### config.mk
export PLATFORM = sky130hd
export DESIGN_NAME = tlb_vmid_asid
export DESIGN_NICKNAME = d
export VERILOG_FILES = /design/src/rtl/tlb_pkg.sv /design/src/rtl/tlb_match.sv /design/src/rtl/tlb_fence_scope.sv /design/src/rtl/tlb_victim.sv /design/src/rtl/tlb_vmid_asid.sv
export SDC_FILE = /design/constraint.sdc
export NUM_CORES = 1
export LEC_CHECK = 0
export BUFFER_PORTS_ARGS = -buffer_cell sky130_fd_sc_hd__buf_2
export CAP_MARGIN = 30
export CELL_PAD_IN_SITES_DETAIL_PLACEMENT = 1
export CELL_PAD_IN_SITES_GLOBAL_PLACEMENT = 2
export CORE_ASPECT_RATIO = 1.4
export CORE_UTILIZATION = 43
export CTS_CLUSTER_DIAMETER = 40
export DETAILED_ROUTE_END_ITERATION = 12
export GPL_ROUTABILITY_DRIVEN = 0
export GPL_TIMING_DRIVEN = 0
export PLACE_DENSITY_LB_ADDON = 0.1
export SKIP_LAST_GASP = 1
export SYNTH_ARGS = -nofsm -noshare
export SYNTH_HDL_FRONTEND = slang
export SYNTH_HIERARCHICAL = 1
export SYNTH_SLANG_ARGS = --single-unit
### constraint.sdc
create_clock -name clk -period 8.6 [get_ports clk]
set_input_delay 0.86 -clock clk [delete_from_list [all_inputs] [get_ports clk]]
set_output_delay 0.86 -clock clk [all_outputs]
set_load 0.01 [all_outputs]
### src/rtl/tlb_pkg.sv
package tlb_pkg;
  typedef enum logic [1:0] {
    FK_SUPV = 2'd0,
    FK_GVIRT = 2'd1,
    FK_GPHYS = 2'd2,
    FK_RSVD = 2'd3
  } fence_kind_e;
endpackage

### src/rtl/tlb_match.sv
module tlb_match #(
  parameter int VMID_W = 7,
  parameter int ASID_W = 9,
  parameter int VPN_W  = 27
) (
  input  logic              e_valid,
  input  logic              e_virt,
  input  logic              e_glob,
  input  logic [VMID_W-1:0] e_vmid,
  input  logic [ASID_W-1:0] e_asid,
  input  logic [VPN_W-1:0]  e_vpn,
  input  logic              q_virt,
  input  logic [VMID_W-1:0] q_vmid,
  input  logic [ASID_W-1:0] q_asid,
  input  logic [VPN_W-1:0]  q_vpn,
  output logic              hit
);
  logic vmid_ok, asid_ok;
  always_comb begin
    vmid_ok = !e_virt || (e_vmid == q_vmid);
    asid_ok = e_glob || (e_asid == q_asid);
    hit = e_valid && (e_virt == q_virt) && vmid_ok && asid_ok && (e_vpn == q_vpn);
  end
endmodule

### src/rtl/tlb_fence_scope.sv
module tlb_fence_scope
  import tlb_pkg::*;
#(
  parameter int VMID_W = 7,
  parameter int ASID_W = 9,
  parameter int VPN_W  = 27
) (
  input  logic              e_valid,
  input  logic              e_virt,
  input  logic              e_glob,
  input  logic [VMID_W-1:0] e_vmid,
  input  logic [ASID_W-1:0] e_asid,
  input  logic [VPN_W-1:0]  e_vpn,
  input  logic              fn_valid,
  input  fence_kind_e       fn_kind,
  input  logic              fn_virt,
  input  logic [VMID_W-1:0] fn_cur_vmid,
  input  logic              fn_use_asid,
  input  logic [ASID_W-1:0] fn_asid,
  input  logic              fn_use_vpn,
  input  logic [VPN_W-1:0]  fn_vpn,
  input  logic              fn_use_vmid,
  input  logic [VMID_W-1:0] fn_vmid,
  output logic              kill
);
  logic asid_ok, vpn_ok, cur_guest, sel;
  always_comb begin
    // ASID-limited fences spare global entries
    asid_ok   = !fn_use_asid || (!e_glob && (e_asid == fn_asid));
    vpn_ok    = !fn_use_vpn || (e_vpn == fn_vpn);
    cur_guest = e_virt && (e_vmid == fn_cur_vmid);
    unique case (fn_kind)
      FK_SUPV:  sel = (fn_virt ? cur_guest : !e_virt) && asid_ok && vpn_ok;
      FK_GVIRT: sel = cur_guest && asid_ok && vpn_ok;
      FK_GPHYS: sel = e_virt && (!fn_use_vmid || (e_vmid == fn_vmid));
      default:  sel = 1'b0;
    endcase
    kill = fn_valid && e_valid && sel;
  end
endmodule

### src/rtl/tlb_victim.sv
module tlb_victim #(
  parameter int ENTRIES = 8,
  localparam int IDX_W = $clog2(ENTRIES)
) (
  input  logic             clk,
  input  logic             rst,
  input  logic             adv,
  output logic [IDX_W-1:0] ptr
);
  localparam logic [IDX_W-1:0] LAST = IDX_W'(ENTRIES - 1);
  generate
    if ((ENTRIES & (ENTRIES - 1)) == 0) begin : g_pow2
      always_ff @(posedge clk) begin
        if (rst) ptr <= '0;
        else if (adv) ptr <= ptr + 1'b1;
      end
    end else begin : g_wrap
      always_ff @(posedge clk) begin
        if (rst) ptr <= '0;
        else if (adv) ptr <= (ptr == LAST) ? '0 : ptr + 1'b1;
      end
    end
  endgenerate
endmodule

### src/rtl/tlb_vmid_asid.sv
module tlb_vmid_asid
  import tlb_pkg::*;
#(
  parameter int ENTRIES = 8,
  parameter int VMID_W  = 7,
  parameter int ASID_W  = 9,
  parameter int VPN_W   = 27,
  parameter int PPN_W   = 28
) (
  input  logic              clk,
  input  logic              rst,
  input  logic              lk_valid,
  input  logic              lk_virt,
  input  logic [VMID_W-1:0] lk_vmid,
  input  logic [ASID_W-1:0] lk_asid,
  input  logic [VPN_W-1:0]  lk_vpn,
  output logic              lk_hit,
  output logic [PPN_W-1:0]  lk_ppn,
  input  logic              rf_valid,
  input  logic              rf_virt,
  input  logic [VMID_W-1:0] rf_vmid,
  input  logic [ASID_W-1:0] rf_asid,
  input  logic [VPN_W-1:0]  rf_vpn,
  input  logic              rf_glob,
  input  logic [PPN_W-1:0]  rf_ppn,
  input  logic              fn_valid,
  input  logic [1:0]        fn_kind,
  input  logic              fn_virt,
  input  logic [VMID_W-1:0] fn_cur_vmid,
  input  logic              fn_use_asid,
  input  logic [ASID_W-1:0] fn_asid,
  input  logic              fn_use_vpn,
  input  logic [VPN_W-1:0]  fn_vpn,
  input  logic              fn_use_vmid,
  input  logic [VMID_W-1:0] fn_vmid
);
  localparam int IDX_W = $clog2(ENTRIES);

  // entry storage
  logic [ENTRIES-1:0] valid_v;
  logic [ENTRIES-1:0] virt_v;
  logic [ENTRIES-1:0] glob_v;
  logic [VMID_W-1:0]  vmid_q [ENTRIES];
  logic [ASID_W-1:0]  asid_q [ENTRIES];
  logic [VPN_W-1:0]   vpn_q  [ENTRIES];
  logic [PPN_W-1:0]   ppn_q  [ENTRIES];

  logic [ENTRIES-1:0] hit_v;
  logic [ENTRIES-1:0] dup_loose_v;
  logic [ENTRIES-1:0] dup_v;
  logic [ENTRIES-1:0] kill_v;
  logic [ENTRIES-1:0] wr_en;
  logic [IDX_W-1:0]   rr_ptr;
  logic [IDX_W-1:0]   dup_idx;
  logic [IDX_W-1:0]   wr_idx;
  logic [PPN_W-1:0]   sel_ppn;
  logic               rf_accept;
  logic               rr_adv;
  fence_kind_e        kind;

  assign kind = fence_kind_e'(fn_kind);

  genvar g;
  generate
    for (g = 0; g < ENTRIES; g++) begin : g_ent
      tlb_match #(.VMID_W(VMID_W), .ASID_W(ASID_W), .VPN_W(VPN_W)) u_lk (
        .e_valid(valid_v[g]), .e_virt(virt_v[g]), .e_glob(glob_v[g]),
        .e_vmid(vmid_q[g]), .e_asid(asid_q[g]), .e_vpn(vpn_q[g]),
        .q_virt(lk_virt), .q_vmid(lk_vmid), .q_asid(lk_asid), .q_vpn(lk_vpn),
        .hit(hit_v[g])
      );
      tlb_match #(.VMID_W(VMID_W), .ASID_W(ASID_W), .VPN_W(VPN_W)) u_rf (
        .e_valid(valid_v[g]), .e_virt(virt_v[g]), .e_glob(glob_v[g]),
        .e_vmid(vmid_q[g]), .e_asid(asid_q[g]), .e_vpn(vpn_q[g]),
        .q_virt(rf_virt), .q_vmid(rf_vmid), .q_asid(rf_asid), .q_vpn(rf_vpn),
        .hit(dup_loose_v[g])
      );
      // exact tag: also same ASID and same global flag
      assign dup_v[g] = dup_loose_v[g] && (asid_q[g] == rf_asid) && (glob_v[g] == rf_glob);

      tlb_fence_scope #(.VMID_W(VMID_W), .ASID_W(ASID_W), .VPN_W(VPN_W)) u_fs (
        .e_valid(valid_v[g]), .e_virt(virt_v[g]), .e_glob(glob_v[g]),
        .e_vmid(vmid_q[g]), .e_asid(asid_q[g]), .e_vpn(vpn_q[g]),
        .fn_valid(fn_valid), .fn_kind(kind), .fn_virt(fn_virt),
        .fn_cur_vmid(fn_cur_vmid), .fn_use_asid(fn_use_asid), .fn_asid(fn_asid),
        .fn_use_vpn(fn_use_vpn), .fn_vpn(fn_vpn), .fn_use_vmid(fn_use_vmid),
        .fn_vmid(fn_vmid), .kill(kill_v[g])
      );
    end
  endgenerate

  // lowest index wins for both the output mux and the duplicate slot
  always_comb begin
    sel_ppn = '0;
    dup_idx = '0;
    for (int i = ENTRIES - 1; i >= 0; i--) begin
      if (hit_v[i]) sel_ppn = ppn_q[i];
      if (dup_v[i]) dup_idx = IDX_W'(i);
    end
  end

  always_comb begin
    rf_accept = rf_valid && !fn_valid;
    wr_idx    = (|dup_v) ? dup_idx : rr_ptr;
    rr_adv    = rf_accept && !(|dup_v);
    for (int i = 0; i < ENTRIES; i++) begin
      wr_en[i] = rf_accept && (wr_idx == IDX_W'(i));
    end
  end

  tlb_victim #(.ENTRIES(ENTRIES)) u_victim (
    .clk(clk), .rst(rst), .adv(rr_adv), .ptr(rr_ptr)
  );

  always_ff @(posedge clk) begin
    if (rst) begin
      valid_v <= '0;
    end else begin
      for (int i = 0; i < ENTRIES; i++) begin
        if (wr_en[i]) valid_v[i] <= 1'b1;
        else if (kill_v[i]) valid_v[i] <= 1'b0;
      end
    end
  end

  always_ff @(posedge clk) begin
    for (int i = 0; i < ENTRIES; i++) begin
      if (wr_en[i]) begin
        virt_v[i] <= rf_virt;
        glob_v[i] <= rf_glob;
        vmid_q[i] <= rf_vmid;
        asid_q[i] <= rf_asid;
        vpn_q[i]  <= rf_vpn;
        ppn_q[i]  <= rf_ppn;
      end
    end
  end

  always_ff @(posedge clk) begin
    if (rst) begin
      lk_hit <= 1'b0;
      lk_ppn <= '0;
    end else begin
      lk_hit <= lk_valid && !fn_valid && (|hit_v);
      lk_ppn <= sel_ppn;
    end
  end
endmodule

; ---- After elaboration in Yosys (flattened, before gate mapping)
; Memory sizes are Yosys's and may differ from the RTL's.
; Cells that the tools add are included.
[word_totals]
register_bits = 56
ramBits = 568
in_bits = 178
out_inout_bits = 29
word_cells = 575
n_memories = 4
[classes]
addsub = 1
n_eq_ne = 113
n_mux = 149
reduce_logical = 281
[memory_table]
columns = memory, words, word_bits, rd, rd_clocked_by_memory_dff, wr, line_no
row1 = ppn_q, 8, 28, 8, 0, 1, tlb_vmid_asid.sv:46  ; logic [PPN_W-1:0] ppn_q [ENTRIES];
row2 = vpn_q, 8, 27, 8, 0, 1, tlb_vmid_asid.sv:45  ; logic [VPN_W-1:0] vpn_q [ENTRIES];
row3 = asid_q, 8, 9, 8, 0, 1, tlb_vmid_asid.sv:44  ; logic [ASID_W-1:0] asid_q [ENTRIES];
row4 = vmid_q, 8, 7, 8, 0, 1, tlb_vmid_asid.sv:43  ; logic [VMID_W-1:0] vmid_q [ENTRIES];
[op_table]
columns = cell, n
row1 = $eq A27 B27 Y1, 24
row2 = $mux W28, 15
row3 = $eq A7 B7 Y1, 32
row4 = $eq A9 B9 Y1, 24
row5 = $reduce_or A28 Y1, 7
row6 = $mux W27, 7
row7 = $reduce_or A27 Y1, 7
row8 = $logic_and A1 B1 Y1, 164
row9 = $mux W3, 37
row10 = $mux W1, 68
row11 = $mux W9, 7
row12 = $reduce_or A9 Y1, 7
row13 = $logic_or A1 B1 Y1, 56
row14 = $mux W7, 7
row15 = $reduce_or A7 Y1, 7
row16 = $eq A1 B1 Y1, 24
row17 = $pmux W1 S3, 8
row18 = $logic_not A1 Y1, 21
row19 = $reduce_bool A2 Y1, 8
row20 = $reduce_or A8 Y1, 2
row21 = $eq A3 B3 Y1 const B, 4
row22 = $eq A3 B2 Y1 const B, 2
row23 = $add A3 B1 Y3 const B, 1
row24 = $eq A3 B1 Y1 const B, 1
row25 = 4 further kinds, 4

; ---- Depth between registers and ports, before layout
[depth]
word_depth = 28
ltp_mapped = 14
ltp_nobuf = 12

; ---- Hierarchy
; Netlist, hierarchy kept.
[by_module_without_submodules]
columns = mod, n_inst, cells_per_inst, area_per_inst_um2, seq_area_each_um2
row1 = tlb_vmid_asid, 1, 1197, 21876.0, 18277.5
row2 = tlb_match, 16, 60, 499.2, 0.0
row3 = tlb_fence_scope, 8, 74, 600.6, 0.0
row4 = tlb_victim, 1, 11, 121.4, 60.1

; ---- Least setup slack after synthesis
; No wires, ideal clock.
[synth_path]
kind = in2reg
from = in rf_vpn[4]
to = mem asid_q[1][1] (netlist: asid_q[0][10]) (enable)
arrival_ns = 6.541
required_ns = 8.072
setup_slack_ns = 1.531
path_stages = 11
n_path_buf = 0
path_cell_list = xnor2_1 nand4_1 or4_1 a2111oi_2 nand4_1 nor3_2 nor2_2 o31a_1 o31ai_4 nand2_1 a21oi_1
[synth_lines]
columns = element, line_no
row1 = start: declaration, tlb_vmid_asid.sv:23  ; input logic [VPN_W-1:0] rf_vpn,
row2 = $eq A27 B27 Y1 (*), tlb_match.sv:22  ; hit = e_valid && (e_virt == q_virt) && vmid_ok && asid_ok && (e_vpn == q_vpn);
row3 = $logic_and A1 B1 Y1 (*), tlb_match.sv:22
row4 = via dup_loose_v[5], tlb_vmid_asid.sv:49  ; logic [ENTRIES-1:0] dup_loose_v;
row5 = $logic_and A1 B1 Y1 (*) (2 in series), tlb_vmid_asid.sv:79  ; assign dup_v[g] = dup_loose_v[g] && (asid_q[g] == rf_asid) && (glob_v[g] == rf_glob);
row6 = $mux W3 (6 in series), tlb_vmid_asid.sv:98  ; if (dup_v[i]) dup_idx = IDX_W'(i);
row7 = $mux W3 (*), tlb_vmid_asid.sv:104  ; wr_idx = (|dup_v) ? dup_idx : rr_ptr;
row8 = $eq A3 B1 Y1 (*), tlb_vmid_asid.sv:107  ; wr_en[i] = rf_accept && (wr_idx == IDX_W'(i));
row9 = $logic_and A1 B1 Y1 (*), tlb_vmid_asid.sv:107
row10 = via wr_en[1], tlb_vmid_asid.sv:52  ; logic [ENTRIES-1:0] wr_en;
row11 = $mux W1 (*), tlb_vmid_asid.sv:128  ; if (wr_en[i]) begin
row12 = $mux W1 (implied by the code) (*), tlb_vmid_asid.sv:132  ; asid_q[i] <= rf_asid;
row13 = $reduce_or A9 Y1 (no source line), -
row14 = $mux W3 (no source line) or $mux W1 (tied branches) (7 in series), -
row15 = end: declaration, tlb_vmid_asid.sv:44
; Mark *: on every way through the listed nets, which the timed path passes. The rest lies on a longest branch.

; ---- Final worst setup path
[layout_path]
from = in rf_vmid[4]
to = mem ppn_q[6][22] (netlist: ppn_q[1][78]) (enable)
[layout_lines]
columns = element, line_no
row1 = start: declaration, tlb_vmid_asid.sv:21  ; input logic [VMID_W-1:0] rf_vmid,
row2 = $eq A7 B7 Y1 (*), tlb_match.sv:20  ; vmid_ok = !e_virt || (e_vmid == q_vmid);
row3 = $logic_or A1 B1 Y1 (*), tlb_match.sv:20
row4 = $logic_and A1 B1 Y1 (*) (3 in series), tlb_match.sv:22
row5 = via dup_loose_v[7], tlb_vmid_asid.sv:49
row6 = $logic_and A1 B1 Y1 (*) (2 in series), tlb_vmid_asid.sv:79
row7 = $mux W3 (8 in series), tlb_vmid_asid.sv:98
row8 = $mux W3 (*), tlb_vmid_asid.sv:104
row9 = $eq A3 B3 Y1 (*), tlb_vmid_asid.sv:107
row10 = $logic_and A1 B1 Y1 (*), tlb_vmid_asid.sv:107
row11 = via wr_en[6], tlb_vmid_asid.sv:52
row12 = $mux W1 (*), tlb_vmid_asid.sv:128
row13 = $mux W1 (implied by the code) (*), tlb_vmid_asid.sv:134  ; ppn_q[i] <= rf_ppn;
row14 = $reduce_or A28 Y1 (no source line), -
row15 = $mux W3 (no source line) or $mux W1 (tied branches) (2 in series), -
row16 = end: declaration, tlb_vmid_asid.sv:46
; Marked as above.

==> results_dict.tcl <==
set metrics [dict create \
    power_mw 8.23 \
    via_per_inst 5.78 \
    register_area_sq_um 18300 \
    relSlewSlack_pct 32.5 \
    synth_simple_gate_area_share_pct 8.75 \
    layout-drive-gt1-share_pct 15.8 \
    cts_resized 0 \
    fill_cells 8168 \
    p_per_area_nw_per_um2 200 \
    cp_max_fo 24 \
    setup_viol 0 \
    cts_root_buffer "clkbuf_16" \
    crit_arrival_ps 6160 \
    core_area_sq_um 80200 \
    slew_violations 0 \
    clk_pin_slew_ps 60 \
    io_pins 207 \
    cts.path.max_buffers 3 \
    start_util_pct 43.4 \
    syn-num-nets 2939 \
    die_y_um 339 \
    cts_tree "built" \
    rsz0062_at_grt "false" \
    ys_types 56 \
    intPower_mw 6.17 \
    grt_pass1_vias 26800 \
    switchingPower_mw 2.06 \
    worst_pin_slew_ps 1000 \
    synth_xor_area_share_pct 30.0 \
    syn_to_final_growth_pct 18.4 \
    hold_buffers 0 \
    synth_fa_ha_area_share_pct 0.0360 \
    ir_worst_vdd_mv 0.205 \
    dr_total_vias 24500 \
    grt.overflow.total 0 \
    clock-sinks 624 \
    placementRows 123 \
    period_minus_slack_ps 5820 \
    synth-async-reset-ratio_pct 0 \
    synth_top_family_by_area "XOR/XNOR gates" \
    grt_antenna_before_repair 30 \
    yosysMostFrequentCell "xor2_1" \
    status "finished, final reports clean" \
    first_pass_iters 5 \
    cp-start-kind "primary input" \
    synth_edf_count 584 \
    finalCritPeriodShare_pct 67.6 \
    wl_per_cell_um 30.8 \
    insertion_delay_ps 660 \
    yosys-top-cells-count "xor2_1 (640), edfxtp_1 (584), xnor2_1 (537)" \
    dieArea_sq_um 82100 \
    critPathKind "in2reg" \
    synth_area_leader_cell "edfxtp_1" \
    clkPwrFrac_pct 50.7 \
    wirelength_mm 131 \
    skew_ps 31.7 \
    drt_iter0_drc 1548 \
    hold_path.class "in2reg" \
    dpl.hpwl_mm 98.1 \
    syn_area_per_cell_sq_um 12.6 \
    port_buffers 206 \
    leakage_nw 13.6 \
    cts_setup_buffers 0 \
    grt_pass1_wl_mm 187 \
    grt_use_total_pct 31.6 \
    cp.required_ps 8940 \
    hold_viol 0 \
    synthMuxAreaShare_pct 0.0575 \
    seq_power_share_pct 41.2 \
    die_w_um 242 \
    synth_top_area_share_pct 50.4 \
    timing.fmax_mhz 172 \
    cp-end-kind "register" \
    ys_top_cells_by_area "edfxtp_1 (50%), xor2_1 (16%), xnor2_1 (14%), nor4_1 (2.5%), nand4_1 (2.4%)" \
    cts-buffers-inserted 97 \
    p_comb_share_pct 8.1 \
    syn_area_sq_um 34800 \
    yosysWarnings 6 \
    dominantRegCellSynth "edfxtp_1" \
    htreeDepth 3 \
    synth_compound_gate_area_share_pct 6.97 \
    max_cap_violations 0 \
    post-route-drc-count 0 \
    grt_max_degree 49 \
    antenna_left 0 \
    synth-seq-cells 624 \
    postSynthCellCount 2760 \
    nets 3271 \
    fin_setup_tns_ps 0 \
    seq_area_frac_synth_pct 52.7 \
    multi_input_area_sq_um 16000 \
    p_sw_share_pct 25.0 \
]
power groups by stage:
| stage | logic [mW] | clock network [mW] | registers [mW] |
|---|---|---|---|
| floorplan | 0.313 | 0 | 3.44 |
| finish | 0.668 | 4.17 | 3.39 |
| global route | 0.706 | 4.35 | 3.39 |
| global placement | 0.628 | 0 | 3.45 |
| detailed placement | 0.663 | 0 | 3.45 |
| CTS | 0.667 | 4.23 | 3.39 |
placed cells by master (no fill, tap or decap), drive strengths merged, types with 4 or more instances in the layout:
| master | netlist | layout |
|---|---|---|
| o41ai | 16 | 16 |
| nor2 | 39 | 39 |
| a221oi | 27 | 27 |
| a2111oi | 24 | 24 |
| o21ai | 37 | 37 |
| a22oi | 28 | 28 |
| diode | 0 | 5 |
| nor4 | 140 | 140 |
| edfxtp | 584 | 584 |
| nor2b | 4 | 4 |
| buf | 17 | 249 |
| a41oi | 16 | 16 |
| a31o | 8 | 8 |
| nand3 | 20 | 20 |
| or4 | 16 | 16 |
| nand4 | 152 | 152 |
| o31ai | 5 | 5 |
| clkinvlp | 0 | 11 |
| clkinv | 0 | 21 |
| bufinv | 0 | 13 |
| a211o | 27 | 27 |
| nand2 | 65 | 65 |
| xor2 | 640 | 640 |
| a21oi | 125 | 125 |
| inv | 59 | 90 |
| nor3 | 58 | 58 |
| dfxtp | 40 | 40 |
| clkbuf | 39 | 147 |
| xnor2 | 545 | 545 |
| nand2b | 6 | 6 |
registers in the layout, summed over array words and instances, names as in the netlist:
register / count
u_victim/ptr: 3
asid_q: 72
lk_ppn: 28
ppn_q: 224
vmid_q: 56
glob_v: 8
virt_v: 8
vpn_q: 216
lk_hit: 1
valid_v: 8
logic make-up after synthesis:
logic type               after synthesis
XOR/XNOR                            1185
flip-flops                           624
AND/OR/NAND/NOR                      511
AO/OA/AOI/OAI                        322
buffers and inverters                115
multiplexers                           2
adder cells (fa/ha/maj)                1
per-layer routing:
metal | GRT usage (%) | wire [um]
met2 | 56.8 | 67100
met5 | 0 | 236
met3 | 5.72 | 6840
met4 | 19.8 | 9150
met1 | 34.2 | 47200
worst max-delay path: stages:
cell	delay, ps
buf_2	360
xor2_1	120
nor4_1	860
nand4_1	350
a2111oi_2	680
nand4_1	150
nor3_1	620
nor2_1	230
a31oi_4	340
nand2_4	160
nand2b_4	240
nor2_4	610
buf_12	280
buf_12	230
worst paths after layout:
| kind | startpoint | end | slack [ps] | depth (start not counted) |
|---|---|---|---|---|
| max | rf_vmid[4] | ppn_q[1][78] | 2780 | 14 |
| min | rf_ppn[2] | ppn_q[0][30] | 480 | 1 |
| max reg2reg | vmid_q[1][25] | ppn_q[1][78] | 2800 | 13 |
| min reg2reg | ppn_q[0][17] | lk_ppn[17] | 510 | 2 |
per-stage QoR:
stage / hold WS, ps / utilization [%] / instance area, sq um / instances / setup slack, ps
CTS: 452 / 51.3 / 41200 / 4237 / 2790
detailed placement: 496 / 47.0 / 37700 / 4053 / 2150
floorplan: 471 / - / 34800 / 2760 / 1530
finish: 480 / 51.4 / 41200 / 4244 / 2780
global placement: 493 / 46.3 / 37100 / 4028 / -3720
global route: 482 / 51.4 / 41200 / 4243 / 2740
area by class of cell:
class	count	share of cell area, %
Sequential cell	624	44.5
Multi-Input combinational cell	2021	38.9
Clock buffer	108	6.17
Timing Repair Buffer	233	3.67
Tap cell	1062	3.23
Clock inverter	76	2.26
Buffer	56	0.684
Inverter	59	0.538
Antenna cell	5	0.0304
Note: power is estimated with default switching activity, not from simulation.
